[config.mk]
export PLATFORM = sky130hd
export DESIGN_NAME = dsm2_mod
export DESIGN_NICKNAME = d
export VERILOG_FILES = /design/src/rtl/dsm2_pkg.sv /design/src/rtl/dsm2_clip.sv /design/src/rtl/dsm2_integ.sv /design/src/rtl/dsm2_outreg.sv /design/src/rtl/dsm2_mod.sv
export SDC_FILE = /design/constraint.sdc
export NUM_CORES = 1
export LEC_CHECK = 0
export ABC_CLOCK_PERIOD_IN_PS = 5100
export BUFFER_PORTS_ARGS = -buffer_cell sky130_fd_sc_hd__buf_2
export CAP_MARGIN = 20
export CORE_ASPECT_RATIO = 1.2
export CORE_MARGIN = 2
export CORE_UTILIZATION = 45
export CTS_BUF_LIST = sky130_fd_sc_hd__clkbuf_16
export DETAILED_ROUTE_END_ITERATION = 10
export GPL_TIMING_DRIVEN = 0
export PLACE_DENSITY_LB_ADDON = 0.08
export SLEW_MARGIN = 0
export SYNTH_ARGS = -nofsm -noshare
export SYNTH_HDL_FRONTEND = slang
export SYNTH_SLANG_ARGS = --single-unit
[constraint.sdc]
create_clock -name clk -period 5.1 [get_ports clk]
set_input_delay 0 -clock clk [delete_from_list [all_inputs] [get_ports clk]]
set_output_delay 0 -clock clk [all_outputs]
set_load 0.05 [all_outputs]
[src/rtl/dsm2_pkg.sv]
`timescale 1ns/1ps
package dsm2_pkg;
   // Linear span limit: 9/16 of the input full scale.
   function automatic int lin_limit(input int in_w);
      return (9 * (1 << (in_w - 1))) / 16;
   endfunction

   // Clip threshold: 0.72 of full scale, rounded up to the next code.
   function automatic int clip_level(input int in_w);
      return (72 * (1 << (in_w - 1)) + 99) / 100;
   endfunction
endpackage

[src/rtl/dsm2_clip.sv]
`timescale 1ns/1ps
module dsm2_clip #(
   parameter int IN_W = 16,
   parameter int CLIP = 23593
) (
   input  logic signed [IN_W-1:0] din,
   output logic                   clip_hi,
   output logic                   clip_lo
);
   localparam logic signed [IN_W:0] CLIP_P = (IN_W+1)'(CLIP);
   localparam logic signed [IN_W:0] CLIP_N = -CLIP_P;

   logic signed [IN_W:0] din_x;

   assign din_x   = (IN_W+1)'(din);
   assign clip_hi = (din_x >= CLIP_P);
   assign clip_lo = (din_x <= CLIP_N);
endmodule

[src/rtl/dsm2_integ.sv]
`timescale 1ns/1ps
module dsm2_integ #(
   parameter int ACC_W    = 22,
   parameter bit SATURATE = 1'b1
) (
   input  logic                    clk,
   input  logic                    rst_n,
   input  logic                    clr,
   input  logic signed [ACC_W:0]   step,
   output logic signed [ACC_W-1:0] acc
);
   localparam int SUM_W = ACC_W + 2;
   localparam logic signed [SUM_W-1:0] MAXV = $signed({3'b000, {(ACC_W-1){1'b1}}});
   localparam logic signed [SUM_W-1:0] MINV = $signed({3'b111, {(ACC_W-1){1'b0}}});

   logic signed [SUM_W-1:0] sum;
   logic signed [ACC_W-1:0] nxt;

   assign sum = SUM_W'(acc) + SUM_W'(step);

   generate
      if (SATURATE) begin : g_sat
         always_comb begin
            if (sum > MAXV)      nxt = MAXV[ACC_W-1:0];
            else if (sum < MINV) nxt = MINV[ACC_W-1:0];
            else                 nxt = sum[ACC_W-1:0];
         end
      end else begin : g_wrap
         assign nxt = sum[ACC_W-1:0];
      end
   endgenerate

   always_ff @(posedge clk or negedge rst_n) begin
      if (!rst_n)   acc <= '0;
      else if (clr) acc <= '0;
      else          acc <= nxt;
   end
endmodule

[src/rtl/dsm2_outreg.sv]
`timescale 1ns/1ps
module dsm2_outreg (
   input  logic clk,
   input  logic rst_n,
   input  logic force_hi,
   input  logic force_lo,
   input  logic acc_neg,
   output logic bit_q
);
   always_ff @(negedge clk or negedge rst_n) begin
      if (!rst_n)        bit_q <= 1'b0;
      else if (force_hi) bit_q <= 1'b1;
      else if (force_lo) bit_q <= 1'b0;
      else               bit_q <= ~acc_neg;
   end
endmodule

[src/rtl/dsm2_mod.sv]
`timescale 1ns/1ps
module dsm2_mod
   import dsm2_pkg::*;
#(
   parameter int IN_W     = 16,
   parameter int ACC_W    = 22,
   parameter bit SATURATE = 1'b1
) (
   input  logic                   clk,
   input  logic                   rst_n,
   input  logic signed [IN_W-1:0] din,
   output logic                   bit_out
);
   localparam int SW   = ACC_W + 1;
   localparam int FS   = 1 << (IN_W - 1);
   localparam int LIN  = lin_limit(IN_W);
   localparam int CLIP = clip_level(IN_W);
   localparam logic signed [SW-1:0] FB1 = SW'(FS);
   localparam logic signed [SW-1:0] FB2 = SW'(2 * FS);

   generate
      if (IN_W < 4 || IN_W > 24) begin : g_bad_in_w
         $error("dsm2_mod: IN_W out of supported range");
      end
      if (ACC_W < IN_W + 4) begin : g_bad_acc_w
         $error("dsm2_mod: ACC_W must exceed IN_W by at least 4");
      end
      if (!(LIN < CLIP && CLIP < FS)) begin : g_bad_levels
         $error("dsm2_mod: derived levels inconsistent");
      end
   endgenerate

   logic                    clip_hi, clip_lo, clip_any;
   logic signed [ACC_W-1:0] int1, int2;
   logic signed [SW-1:0]    step1, step2;
   logic signed [SW-1:0]    fb_a, fb_b;

   dsm2_clip #(.IN_W(IN_W), .CLIP(CLIP)) u_clip (
      .din     (din),
      .clip_hi (clip_hi),
      .clip_lo (clip_lo)
   );

   assign clip_any = clip_hi | clip_lo;

   // Feedback taken from the registered output bit (one clock behind).
   assign fb_a  = bit_out ? FB1 : -FB1;
   assign fb_b  = bit_out ? FB2 : -FB2;
   assign step1 = SW'(din) - fb_a;
   assign step2 = SW'(int1) - fb_b;

   dsm2_integ #(.ACC_W(ACC_W), .SATURATE(SATURATE)) u_int1 (
      .clk   (clk),
      .rst_n (rst_n),
      .clr   (clip_any),
      .step  (step1),
      .acc   (int1)
   );

   dsm2_integ #(.ACC_W(ACC_W), .SATURATE(SATURATE)) u_int2 (
      .clk   (clk),
      .rst_n (rst_n),
      .clr   (clip_any),
      .step  (step2),
      .acc   (int2)
   );

   dsm2_outreg u_out (
      .clk      (clk),
      .rst_n    (rst_n),
      .force_hi (clip_hi),
      .force_lo (clip_lo),
      .acc_neg  (int2[ACC_W-1]),
      .bit_q    (bit_out)
   );
endmodule

======== Word-level counts from Yosys, hierarchy flattened ========
Cells that the tools add are included.
W data, S select, Z words.
operators by class
  $add $sub $neg .......................... 4
  bitwise gates (word level) .............. 2
  mux-type cells .......................... 10
  magnitude comparators ................... 6
operator list
  cell                    count
  $mux W22                6
  $add A22 B23 Y24        2
  $gt A24 B22 Y1 const B  2
  $lt A24 B22 Y1 const B  2
  $mux W23                2
  $sub A16 B23 Y23        1
  $sub A22 B23 Y23        1
  $ge A16 B16 Y1 const B  1
  $le A16 B16 Y1 const B  1
  $mux W1                 2
  $not A1 Y1              1
  $or A1 B1 Y1            1
storage, ports and cells
  input port bits ......................... 18
  logic and storage cells ................. 25
  output and inout port bits .............. 1
  register bits after elaboration ......... 45

======== Longest topological paths before layout ========
  word-level depth ........................ 7
  gate-level depth with buffers ........... 17
  depth with buffers taken out ............ 15

======== Cells and area by module ========
Synthesis repeated with hierarchy kept, for this count alone.
second synthesis, totals
  cell total of the unflattened synthesis .. 479
  area, all modules ....................... 4515.6 µm²
by module, submodules not included
  module               seq. area each (µm²)  cells each  times used  area an instance (µm²)
  dsm2_integ (u_int2)  550.5                 221         1           2078.2
  dsm2_integ (u_int1)  550.5                 204         1           2001.9
  dsm2_mod             0.0                   39          1           314.1
  dsm2_clip            0.0                   13          1           88.8
  dsm2_outreg          25.0                  2           1           32.5

==> results by group <==
Timing
  • PnR worst setup slack: -0.965 ns
  • Setup-failing EPs final: 43
  • RSZ-0062 raised after global routing: true
  • Slew @ Worst Pin: roughly 0.54 ns
  • Max-Slew Margin vs Limit: between 60% and 70%
  • Slew Viols, Final: 0
  • Final Hold Viols: 0
  • Worst Skew: 0.0235 ns

Synthesis
  • Top cells by area, synth: dfrtp_1 (25%), ha_1 (16%), o21ai_0 (5.9%)
  • Post-Syn Area: approximately 0.0044 mm2
  • Seq cells post-synth: 45
  • Top_reg_cell synth: dfrtp_1
  • Syn avg cell area: about 9 um2
  • Cells after synthesis: 497
  • Post-synthesis cell type count: between 60 and 70
  • Async set or reset register ratio after synthesis: 100%
  • Synth area leader: dfrtp_1
  • Net Count, Synth: about 570
  • Yosys warning count: 0
  • Synth top area share: approximately a quarter
  • Sequential fraction of the synthesis area: 25.9%
  • Post-synth EDFFs: 0

Floorplan
  • Ports: 19
  • Initial Util: 46.0%
  • Die footprint: around 0.010 mm2
  • Die width: about 94 um
  • Cell Rows: 39
  • Core area: 0.00947 mm2
  • Die height: 112 um

Cells and area
  • Most frequent cells in the layout: a21oi_1 (46), dfrtp_1 (44), ha_1 (42)
  • Synth-to-Final Area Change: 19.6%
  • Commonest non-fill, non-tap cell in the layout: a21oi_1
  • Share of layout cells above drive strength 1: 23.2%
  • N_diodes: 0
  • Net count, final: between 600 and 700
  • Post-route cell area: 0.00520 mm2
  • Final core utilization: 55.0%

CTS
  • CTS sink count: 45
  • TritonCTS Buffers: 5
  • Root Buffer: clkbuf_16
  • Clk Latency, worst-skew pair: just over 0.3 ns
  • Clk buf depth: 2
  • CTS clk-pin slew, worst paths: 0.07 ns
  • Htree depth: 2
  • CTS tree: built

GRT
  • First-pass GRT wire length: roughly 19000 um
  • Overflow after GRT: 0
  • GRT Resource Usage Total: between 20% and 30%
  • Vias in the first global route: 3946
  • Antenna violations before repair: 0
  • Largest net degree at the start of global routing: 46

Placement
  • Post-DP Area: 0.00467 mm2
  • DP HPWL: 8550 um
  • Port Buffer Count: 18
  • Gp weighted congestion: 0.895

Detailed routing
  • Final ANT Viol Nets: 0
  • Residual DRC: 0
  • Vias per Instance: 5.77
  • Drt pass-1 iters: 4
  • Initial DRC count: 179
  • Via count: 3812
  • Wire per inst: 17.1 um
  • Post-Route WL: 11300 um

Worst setup path
  • RR Endpoint: u_int1.acc[18]$_DFF_PN0_
  • Setup crit end kind: flip-flop
  • Worst-path fanout max: 6
  • Origin of the critical flop-to-flop path: u_out.bit_q$_DFF_NN0_
  • Reg2reg path depth: 17
  • CP arrival: 6.27 ns
  • Crit path top cell by count: buf_6
  • Critical path launch point type: flip-flop
  • Crit-path cells: buf_4 -> buf_6 -> ha_4 -> nor2_4 -> xor2_4 -> buf_6 -> ha_4 -> nand4_1 -> nor4_2 -> a211oi_2 -> o31ai_2 -> a41oi_2 -> xor2_1 -> o21ai_1 -> nand3_2 -> buf_6 -> o31ai_2
  • Setup slack, reg-to-reg: -0.97 ns
  • Critical setup path kind: flip-flop to flip-flop
  • Crit-path max cell delay: 0.50 ns
  • Slowest cell on crit path: dfrtn_1
  • Critical path required time: 5.30 ns

Worst hold path
  • Hold Path Class: primary input to asynchronous set/reset pin

Flow run
  • Max-Cap Viols: 0

Status
  • Status: finished with violations
  • Violated checks: negative setup slack
[worst max-delay path: cells and delay by family (launching register included)]
family / cells / cell delay (ns)
flip-flops: 1 / 0.50
adder cells (fa/ha/maj): 2 / 0.43
buffers and inverters: 4 / 0.59
AO/OA/AOI/OAI: 5 / 0.70
AND/OR/NAND/NOR: 4 / 0.81
XOR/XNOR: 2 / 0.36
[metal layers]
metal	part of all wire [%]	vias to the layer above	GRT usage (%)
met5	0	-	0
met4	1.3	0	4.15
met3	2.0	11	2.37
met2	54	49	41.6
met1	43	1847	27.5
li1	-	1905	-
[registers in the layout, indices dropped and copies added (netlist names)]
register and count:
u_int1.acc 22, u_int2.acc 22, u_out.bit_q 1
[cells in the mapped netlist (5+ instances only)]
cell / count
inv_1: 25
nand2_1: 32
o21a_1: 6
a21o_1: 18
xor2_1: 18
dfrtp_1: 44
xnor2_1: 25
o21ai_0: 51
o211ai_1: 6
or2_2: 5
nand3_1: 9
nor3_1: 9
a21oi_1: 50
nor2_1: 28
o21ai_1: 7
ha_1: 54
a211oi_1: 5
o21bai_1: 9
nor2b_1: 7
nand4_1: 5
o21ai_2: 10
[cell type report]
type / count / area, um2
Timing Repair Buffer: 34 / 244
Tap cell: 123 / 154
Fill cell: 930 / 4260
Clock buffer: 5 / 125
Multi-Input combinational cell: 413 / 3300
Inverter: 26 / 97.6
Sequential cell: 45 / 1130
Buffer: 12 / 135
Clock inverter: 3 / 20.0
[repair_timing]
action / CTS / global route
endpoints found under the hold margin: 44 / 0
setup buffers: 5 / 7
cloned: 0 / 2
hold buffers: 1 / 0
endpoints found under the setup margin: 44 / 44
pin swaps: 9 / 14
resized for setup: 27 / 44
[metrics by stage]
| stage | TNS (ns) | cells | hold WS [ns] | worst slack [ns] |
|---|---|---|---|---|
| finish | -36.23 | 661 | 0.0892 | -0.965 |
| global route | -45.02 | 661 | 0.0928 | -1.18 |
| CTS | -31.74 | 651 | 0.140 | -0.899 |
| detailed placement | -39.54 | 638 | 0.249 | -1.10 |
| global placement | -39.48 | 638 | 0.249 | -1.10 |
| floorplan | -36.45 | 497 | -0.296 | -1.06 |
[worst max-delay path by stage]
stage          cells after the start             startpoint                        to
2_1_floorplan                     16  u_out.bit_q$_DFF_NN0_  u_int2.acc[18]$_DFF_PN0_
3_3_place_gp                      15  u_out.bit_q$_DFF_NN0_  u_int2.acc[15]$_DFF_PN0_
3_5_place_dp                      15  u_out.bit_q$_DFF_NN0_  u_int2.acc[15]$_DFF_PN0_
4_1_cts                           16  u_out.bit_q$_DFF_NN0_  u_int2.acc[15]$_DFF_PN0_
5_1_grt                           17  u_out.bit_q$_DFF_NN0_  u_int1.acc[18]$_DFF_PN0_
6_report                          17  u_out.bit_q$_DFF_NN0_  u_int1.acc[18]$_DFF_PN0_
[cell families after synthesis]
| kind of cell | Yosys count | synth area share, % |
|---|---|---|
| DFF | 45 | 25.9 |
| muxes | 2 | 0.489 |
| buffers and inverters | 39 | 4.29 |
| adders and majority gates | 57 | 16.9 |
| and+or+nand+nor | 116 | 13.1 |
| AOI/OAI and AO/OA | 194 | 30.3 |
| xor gates and xnor gates | 44 | 9.03 |
Power is not shown: default switching activity piles up to over one toggle a cycle in this logic, so the estimate is an artifact.
